<file path="src/rtl/sdcf_pkg.sv">
package sdcf_pkg;

    typedef enum logic [1:0] {
        ST_IDLE,
        ST_SEND,
        ST_HUNT,
        ST_TAIL
    } sdcf_state_e;

    localparam int FRAME_W  = 48;
    localparam int HEAD_W   = 40;
    localparam int CRC_W    = 7;
    localparam int R1_W     = 8;
    localparam int LONG_W   = 40;
    localparam int TAIL_W   = LONG_W - R1_W;
    localparam logic [CRC_W-1:0] CRC_TAPS = 7'h09;

endpackage

</file>
<file path="src/rtl/sdcf_crc7.sv">
module sdcf_crc7
    import sdcf_pkg::*;
#(
    parameter int DATA_W = HEAD_W
) (
    input  logic [DATA_W-1:0] data,
    output logic [CRC_W-1:0]  crc
);

    logic [CRC_W-1:0] acc;
    logic             fb;

    always_comb begin
        acc = '0;
        fb  = 1'b0;
        for (int i = DATA_W - 1; i >= 0; i--) begin
            fb  = data[i] ^ acc[CRC_W-1];
            acc = {acc[CRC_W-2:0], 1'b0} ^ (fb ? CRC_TAPS : '0);
        end
        crc = acc;
    end

endmodule

</file>
<file path="src/rtl/sdcf_sclk_gen.sv">
module sdcf_sclk_gen #(
    parameter int SLOW_HALF = 125,
    parameter int FAST_HALF = 1
) (
    input  logic clk,
    input  logic rst_n,
    input  logic run,
    input  logic fast_sel,
    output logic tick
);

    localparam int MAX_HALF = (SLOW_HALF > FAST_HALF) ? SLOW_HALF : FAST_HALF;
    localparam int CW       = $clog2(MAX_HALF + 1);

    logic [CW-1:0] cnt_q;
    logic [CW-1:0] lim;

    assign lim  = fast_sel ? CW'(FAST_HALF - 1) : CW'(SLOW_HALF - 1);
    assign tick = run && (cnt_q == lim);

    always_ff @(posedge clk) begin
        if (!rst_n) begin
            cnt_q <= '0;
        end else if (!run || cnt_q == lim) begin
            cnt_q <= '0;
        end else begin
            cnt_q <= cnt_q + 1'b1;
        end
    end

endmodule

</file>
<file path="src/rtl/sdspi_cmd_framer.sv">
module sdspi_cmd_framer
    import sdcf_pkg::*;
#(
    parameter int SLOW_HALF  = 125,
    parameter int FAST_HALF  = 1,
    parameter int HUNT_BYTES = 8
) (
    input  logic              clk,
    input  logic              rst_n,
    input  logic              start,
    input  logic [5:0]        cmd_index,
    input  logic [31:0]       cmd_arg,
    input  logic              resp_long,
    input  logic              speed_fast,
    input  logic              miso,
    output logic              busy,
    output logic              resp_valid,
    output logic [LONG_W-1:0] resp_data,
    output logic              timeout,
    output logic              sclk,
    output logic              mosi
);

    localparam int BIT_CW = $clog2(FRAME_W + 1);
    localparam int HB_CW  = $clog2(HUNT_BYTES + 1);

    sdcf_state_e         state_q, state_d;
    logic [FRAME_W-1:0]  sh_q;
    logic [LONG_W-1:0]   rx_q;
    logic [LONG_W-1:0]   resp_data_q;
    logic [BIT_CW-1:0]   bit_q;
    logic [HB_CW-1:0]    byte_q;
    logic                long_q, spd_q, sclk_q;
    logic                valid_q, tmo_q;

    logic [HEAD_W-1:0]   head;
    logic [CRC_W-1:0]    crc;
    logic                run, tick, rise, fall;
    logic                frame_end, byte_end, tail_end, r1_seen, last_byte;

    assign head = {2'b01, cmd_index, cmd_arg};

    sdcf_crc7 #(.DATA_W(HEAD_W)) u_crc (
        .data (head),
        .crc  (crc)
    );

    assign run = (state_q != ST_IDLE);

    sdcf_sclk_gen #(
        .SLOW_HALF (SLOW_HALF),
        .FAST_HALF (FAST_HALF)
    ) u_sclk_gen (
        .clk      (clk),
        .rst_n    (rst_n),
        .run      (run),
        .fast_sel (spd_q),
        .tick     (tick)
    );

    assign rise      = tick && !sclk_q;
    assign fall      = tick && sclk_q;
    assign frame_end = fall && (bit_q == BIT_CW'(FRAME_W));
    assign byte_end  = fall && (bit_q == BIT_CW'(R1_W));
    assign tail_end  = fall && (bit_q == BIT_CW'(TAIL_W));
    assign r1_seen   = !rx_q[R1_W-1];
    assign last_byte = (byte_q == HB_CW'(HUNT_BYTES - 1));

    // next-state logic
    always_comb begin
        state_d = state_q;
        unique case (state_q)
            ST_IDLE: if (start) state_d = ST_SEND;
            ST_SEND: if (frame_end) state_d = ST_HUNT;
            ST_HUNT: begin
                if (byte_end) begin
                    if (r1_seen) state_d = long_q ? ST_TAIL : ST_IDLE;
                    else if (last_byte) state_d = ST_IDLE;
                end
            end
            ST_TAIL: if (tail_end) state_d = ST_IDLE;
            default: state_d = ST_IDLE;
        endcase
    end

    // state register
    always_ff @(posedge clk) begin
        if (!rst_n) state_q <= ST_IDLE;
        else        state_q <= state_d;
    end

    // datapath and outputs
    always_ff @(posedge clk) begin
        if (!rst_n) begin
            sh_q        <= '1;
            rx_q        <= '1;
            resp_data_q <= '0;
            bit_q       <= '0;
            byte_q      <= '0;
            long_q      <= 1'b0;
            spd_q       <= 1'b0;
            sclk_q      <= 1'b0;
            valid_q     <= 1'b0;
            tmo_q       <= 1'b0;
        end else begin
            valid_q <= 1'b0;
            tmo_q   <= 1'b0;
            if (state_q == ST_IDLE) begin
                if (start) begin
                    sh_q   <= {head, crc, 1'b1};
                    rx_q   <= '1;
                    bit_q  <= '0;
                    byte_q <= '0;
                    long_q <= resp_long;
                    spd_q  <= speed_fast;
                    sclk_q <= 1'b0;
                end
            end else if (rise) begin
                sclk_q <= 1'b1;
                bit_q  <= bit_q + 1'b1;
                if (state_q != ST_SEND) rx_q <= {rx_q[LONG_W-2:0], miso};
            end else if (fall) begin
                sclk_q <= 1'b0;
                unique case (state_q)
                    ST_SEND: begin
                        sh_q <= {sh_q[FRAME_W-2:0], 1'b1};
                        if (frame_end) bit_q <= '0;
                    end
                    ST_HUNT: begin
                        if (byte_end) begin
                            bit_q <= '0;
                            if (r1_seen) begin
                                if (!long_q) begin
                                    valid_q     <= 1'b1;
                                    resp_data_q <= {{TAIL_W{1'b0}}, rx_q[R1_W-1:0]};
                                end
                            end else begin
                                byte_q <= byte_q + 1'b1;
                                if (last_byte) tmo_q <= 1'b1;
                            end
                        end
                    end
                    ST_TAIL: begin
                        if (tail_end) begin
                            valid_q     <= 1'b1;
                            resp_data_q <= rx_q;
                        end
                    end
                    default: ;
                endcase
            end
        end
    end

    assign busy       = run;
    assign sclk       = sclk_q;
    assign mosi       = (state_q == ST_SEND) ? sh_q[FRAME_W-1] : 1'b1;
    assign resp_valid = valid_q;
    assign timeout    = tmo_q;
    assign resp_data  = resp_data_q;


    idle_lines_chk: assert property (@(posedge clk) disable iff (!rst_n)
        !busy |-> (!sclk && mosi));


    mosi_hold_chk: assert property (@(posedge clk) disable iff (!rst_n)
        (sclk && $past(sclk)) |-> $stable(mosi));


    valid_pulse_chk: assert property (@(posedge clk) disable iff (!rst_n)
        resp_valid |=> !resp_valid);


    tmo_excl_chk: assert property (@(posedge clk) disable iff (!rst_n)
        timeout |-> (!resp_valid && !sclk));


    busy_end_chk: assert property (@(posedge clk) disable iff (!rst_n)
        (resp_valid || timeout) |-> $fell(busy));

endmodule

</file>
<file path="config.mk">
export PLATFORM = sky130hd
export DESIGN_NAME = sdspi_cmd_framer
export DESIGN_NICKNAME = d
export VERILOG_FILES = /design/src/rtl/sdcf_pkg.sv /design/src/rtl/sdcf_crc7.sv /design/src/rtl/sdcf_sclk_gen.sv /design/src/rtl/sdspi_cmd_framer.sv
export SDC_FILE = /design/constraint.sdc
export NUM_CORES = 1
export LEC_CHECK = 0
export BUFFER_PORTS_ARGS = -buffer_cell sky130_fd_sc_hd__buf_4
export CAP_MARGIN = 20
export CELL_PAD_IN_SITES_DETAIL_PLACEMENT = 0
export CELL_PAD_IN_SITES_GLOBAL_PLACEMENT = 1
export CORE_MARGIN = 5
export CORE_UTILIZATION = 30
export CTS_CLUSTER_SIZE = 25
export DETAILED_ROUTE_END_ITERATION = 8
export PLACE_DENSITY_LB_ADDON = 0.05
export SLEW_MARGIN = 25
export SYNTH_ARGS = -nofsm -noshare
export SYNTH_HDL_FRONTEND = slang
export SYNTH_SLANG_ARGS = --single-unit
</file>
<file path="constraint.sdc">
create_clock -name clk -period 6 [get_ports clk]
set_input_delay 1.2 -clock clk [delete_from_list [all_inputs] [get_ports clk]]
set_output_delay 1.2 -clock clk [all_outputs]
set_load 0.05 [all_outputs]
</file>
==> impl_metrics.csv <==
group,metric,value,unit
global_route,use_met3,0.0331,
timing,layout_worst_path_cycle_share,0.542,
global_route,antenna_found_initial,0,
global_route,overflow,0,
global_route,grt_use_met2,0.215,
timing,finalSetupTns,0,ns
setup_path,r2r_cells,9,
global_route,grtUsageMet1,0.193,
place,dp_slack,2.52,ns
min_path,hold_start,"resp_data[9]$_SDFFE_PN0P_",
route,routed_wl,17600,um
floorplan,core,0.0225,mm2
final_layout,final_common_cell,"nand2_1",
yosys,synthMuxAreaShare,0.0574,
setup_path,reg2reg_slack,2.75,ns
outcome,status,"finished, final reports clean",
final_layout,final_cells,1148,
clock_tree,cts.path.max_buffers,2,
power_and_ir_drop,seq_power_share,0.323,
route,drc_errors,0,
setup_path,critPathSlowestCell,"a31o_2",
setup_path,cp_top_family,"buffers and inverters",
floorplan,die_h,161,um
final_layout,final_nets,904,
power_and_ir_drop,netSwitchingPower,1.36,mW
yosys,synth_simple_gate_area_share,0.186,
route,drtPass1Iterations,4,
global_route,grt_pass1_vias,5576,
clock_tree,cts-htree-levels,4,
timing,max_freq,0.308,GHz
min_path,min_to,"resp_data[9]$_SDFFE_PN0P_",
setup_path,cp_num_buf_inv,3,
route,vias,5543,
clock_tree,cts_tree,"done",
route,antenna_left,0,
global_route,grt_max_degree,66,
floorplan,die_w,161,um
yosys,synthDistinctLibCells,55,
place,gp_congestion,0.799,
min_path,worstHoldPathCells,2,
timing,setup_ws,2.75,ns
clock_tree,cts_buffers,17,
place,placed_cells,1115,
final_layout,final_cell_mix,"nand2_1, dfxtp_1, buf_4, o21ai_0, a21oi_1",
power_and_ir_drop,p_sw_frac,0.370,
yosys,syn_area_per_cell,8.60,um2
yosys,synth-xor-area-share,0.115,
min_path,min_path_type,"register to register",
floorplan,rows,55,
setup_path,reg2reg_from,"state_q[0]$_SDFFE_PN0P_",
setup_path,critPathMaxStageDelay,0.61,ns
global_route,grt_use_total,0.138,
yosys,synthesis.nets,845,
yosys,synth_ff_type,"dfxtp_1",
timing,fin_hold_ws,0.451,ns
setup_path,path_cells,"inv_1 > ha_2 > buf_4 > and2_1 > a31o_2 > buf_4 > nand2_1 > o21ai_0 > nand2_1",
setup_path,end_kind,"register",
timing,finalHoldViolations,0,
final_layout,post-route-util,0.368,
setup_path,crit_path_start_kind,"register",
setup_path,worstPathRequired,6.27,ns
yosys,synth-seq-cells,151,
route,wire_per_inst,15.3,um
power_and_ir_drop,p_int,2.31,mW
place,dpl_cell_area,0.00766,mm2
yosys,yosysWarnings,0,
timing,fin_worst_skew,0.0126,ns
setup_path,worst-setup-path-type,"register to register",
yosys,synth_edf_count,0,
timing,slew_headroom,0.462,
setup_path,crit_fanout,49,
timing,rsz0062_at_grt,"no",
floorplan,die_area,0.0258,mm2
yosys,synth_compound_area_frac,0.141,
power_and_ir_drop,power_frac_clock,0.301,
clock_tree,ctsResizeCount,0,
yosys,synth_top_family_by_area,"simple AND/OR/NAND/NOR gates",
yosys,synth_area,0.00680,mm2
power_and_ir_drop,p_leak,3.29,nW
power_and_ir_drop,p_comb_frac,0.376,
power_and_ir_drop,pwr_density_cell,443,mW/mm2
setup_path,arrival,3.52,ns
clock_tree,clkLatencyLatePin,0.43,ns
clock_tree,cts_hold_buf,0,
timing,maxSlewViolCount,0,
place,dp_hpwl,11900,um
yosys,ys_seq_area_frac,0.445,
setup_path,rr_endpoint,"sh_q[34]$_SDFFE_PN1P_",
floorplan,ioPinCount,89,
clock_tree,clock-sinks,151,
final_layout,area_delta_synth_final,21.9,%
power_and_ir_drop,fin_total_pwr,3.67,mW
final_layout,drive_above_1_share,0.167,
flow_run,drv_cap,0,
timing,fin_crit,3.25,ns
power_and_ir_drop,ir_drop,0.210,mV
global_route,grt.busiest_layer,"met2",
yosys,synthArstFlopShare,0,
clock_tree,clk_pin_slew_worst_paths,0.06,ns
clock_tree,postCtsSetupRepairBufs,0,
floorplan,start_util,0.302,
timing,tightest_slew,0.807,ns
route,viasPerCell,4.83,
clock_tree,root_buffer,"clkbuf_16",
timing,setup_viol,0,
final_layout,design_area,0.00829,mm2
yosys,synth_adder_area_share,0.0184,
final_layout,antenna_cells,0,
yosys,postSynthCellCount,791,
place,io_buffers,88,
route,drt-initial-drc-count,221,
global_route,grt_first_pass_wirelength,29200,um
## worst reg2reg max path, delay by kind of cell, from the launching register on
family                     cells  cell delay (ns)
buffers and inverters          3             1.23
AOI/OAI and AO/OA              2             0.70
and+or+nand+nor                3             0.64
DFF                            1             0.33
adders and majority gates      1             0.20
## synth_stat cells, drive strengths merged (2+ instances only)
| cell type | n | share of area |
|---|---|---|
| nand2 | 185 | 0.10 |
| dfxtp | 151 | 0.44 |
| a21oi | 53 | 0.039 |
| o21ai | 52 | 0.038 |
| nand3 | 48 | 0.035 |
| clkbuf | 46 | 0.025 |
| o22ai | 40 | 0.037 |
| mux2i | 39 | 0.057 |
| xnor2 | 38 | 0.053 |
| nor2 | 31 | 0.017 |
| xor2 | 15 | 0.022 |
| buf | 10 | 0.0072 |
| ha | 10 | 0.018 |
| inv | 10 | 0.0055 |
| xnor3 | 9 | 0.030 |
| nand2b | 5 | 0.0046 |
| a31oi | 4 | 0.0037 |
| nand3b | 4 | 0.0044 |
| and3 | 3 | 0.0028 |
| xor3 | 3 | 0.011 |
| nor3 | 2 | 0.0015 |
| nor3b | 2 | 0.0022 |
| nor4 | 2 | 0.0018 |
| nor4b | 2 | 0.0035 |
| o221ai | 2 | 0.0026 |
| or3 | 2 | 0.0018 |
| or4 | 2 | 0.0022 |
## routing by layer
metal,share of wire,wire length (um)
met4,0.011,189
met5,0,0
met1,0.51,8910
met2,0.45,7880
met3,0.035,609
## state kept, by name, summed over array words and instances (netlist names)
signal            flops
bit_q                 6
byte_q                4
long_q                1
resp_data            40
resp_valid            1
rx_q                 40
sclk                  1
sh_q                 47
spd_q                 1
state_q               2
timeout               1
u_sclk_gen.cnt_q      7
## final cells by class
type / count / area (um2)
inverters: 10 / 37.5
flip-flops and latches: 151 / 3020
well taps: 285 / 357
repair buffers: 96 / 741
clock buffers: 18 / 439
multi-input cells: 574 / 3530
fillers: 2291 / 14200
clock inverters: 14 / 163
## worst max-delay path by stage
stage | startpoint | endpoint | slack [ns] | cells past startpoint
after global placement | cmd_arg[31] | sh_q[2]$_SDFFE_PN1P_ | 2.59 | 8
final | state_q[0]$_SDFFE_PN0P_ | sh_q[34]$_SDFFE_PN1P_ | 2.75 | 9
after global routing | state_q[0]$_SDFFE_PN0P_ | sh_q[41]$_SDFFE_PN1P_ | 2.37 | 9
after detailed placement | cmd_arg[31] | sh_q[2]$_SDFFE_PN1P_ | 2.52 | 8
after floorplan | cmd_index[5] | sh_q[2]$_SDFFE_PN1P_ | 2.83 | 7
after CTS | state_q[0]$_SDFFE_PN0P_ | sh_q[34]$_SDFFE_PN1P_ | 2.67 | 9
## cell families (layout without fill, tap and decap cells)
logic type / count (synthesis) / count (layout)
compound gates: 166 / 166
xor+xnor: 65 / 65
fa+ha+maj: 10 / 10
buf+inv: 66 / 138
flops: 151 / 151
mux: 39 / 39
simple gates: 294 / 294
## power by group through the flow
stage                     combinational [mW]  sequential [mW]  clock, mW
after global routing                    1.53             1.20       1.19
final                                   1.38             1.19       1.10
after floorplan                         1.01             1.27          0
after global placement                  1.37             1.21          0
after detailed placement                1.38             1.21          0
after CTS                               1.39             1.19       1.14
Power figures use the tool's default switching activity.
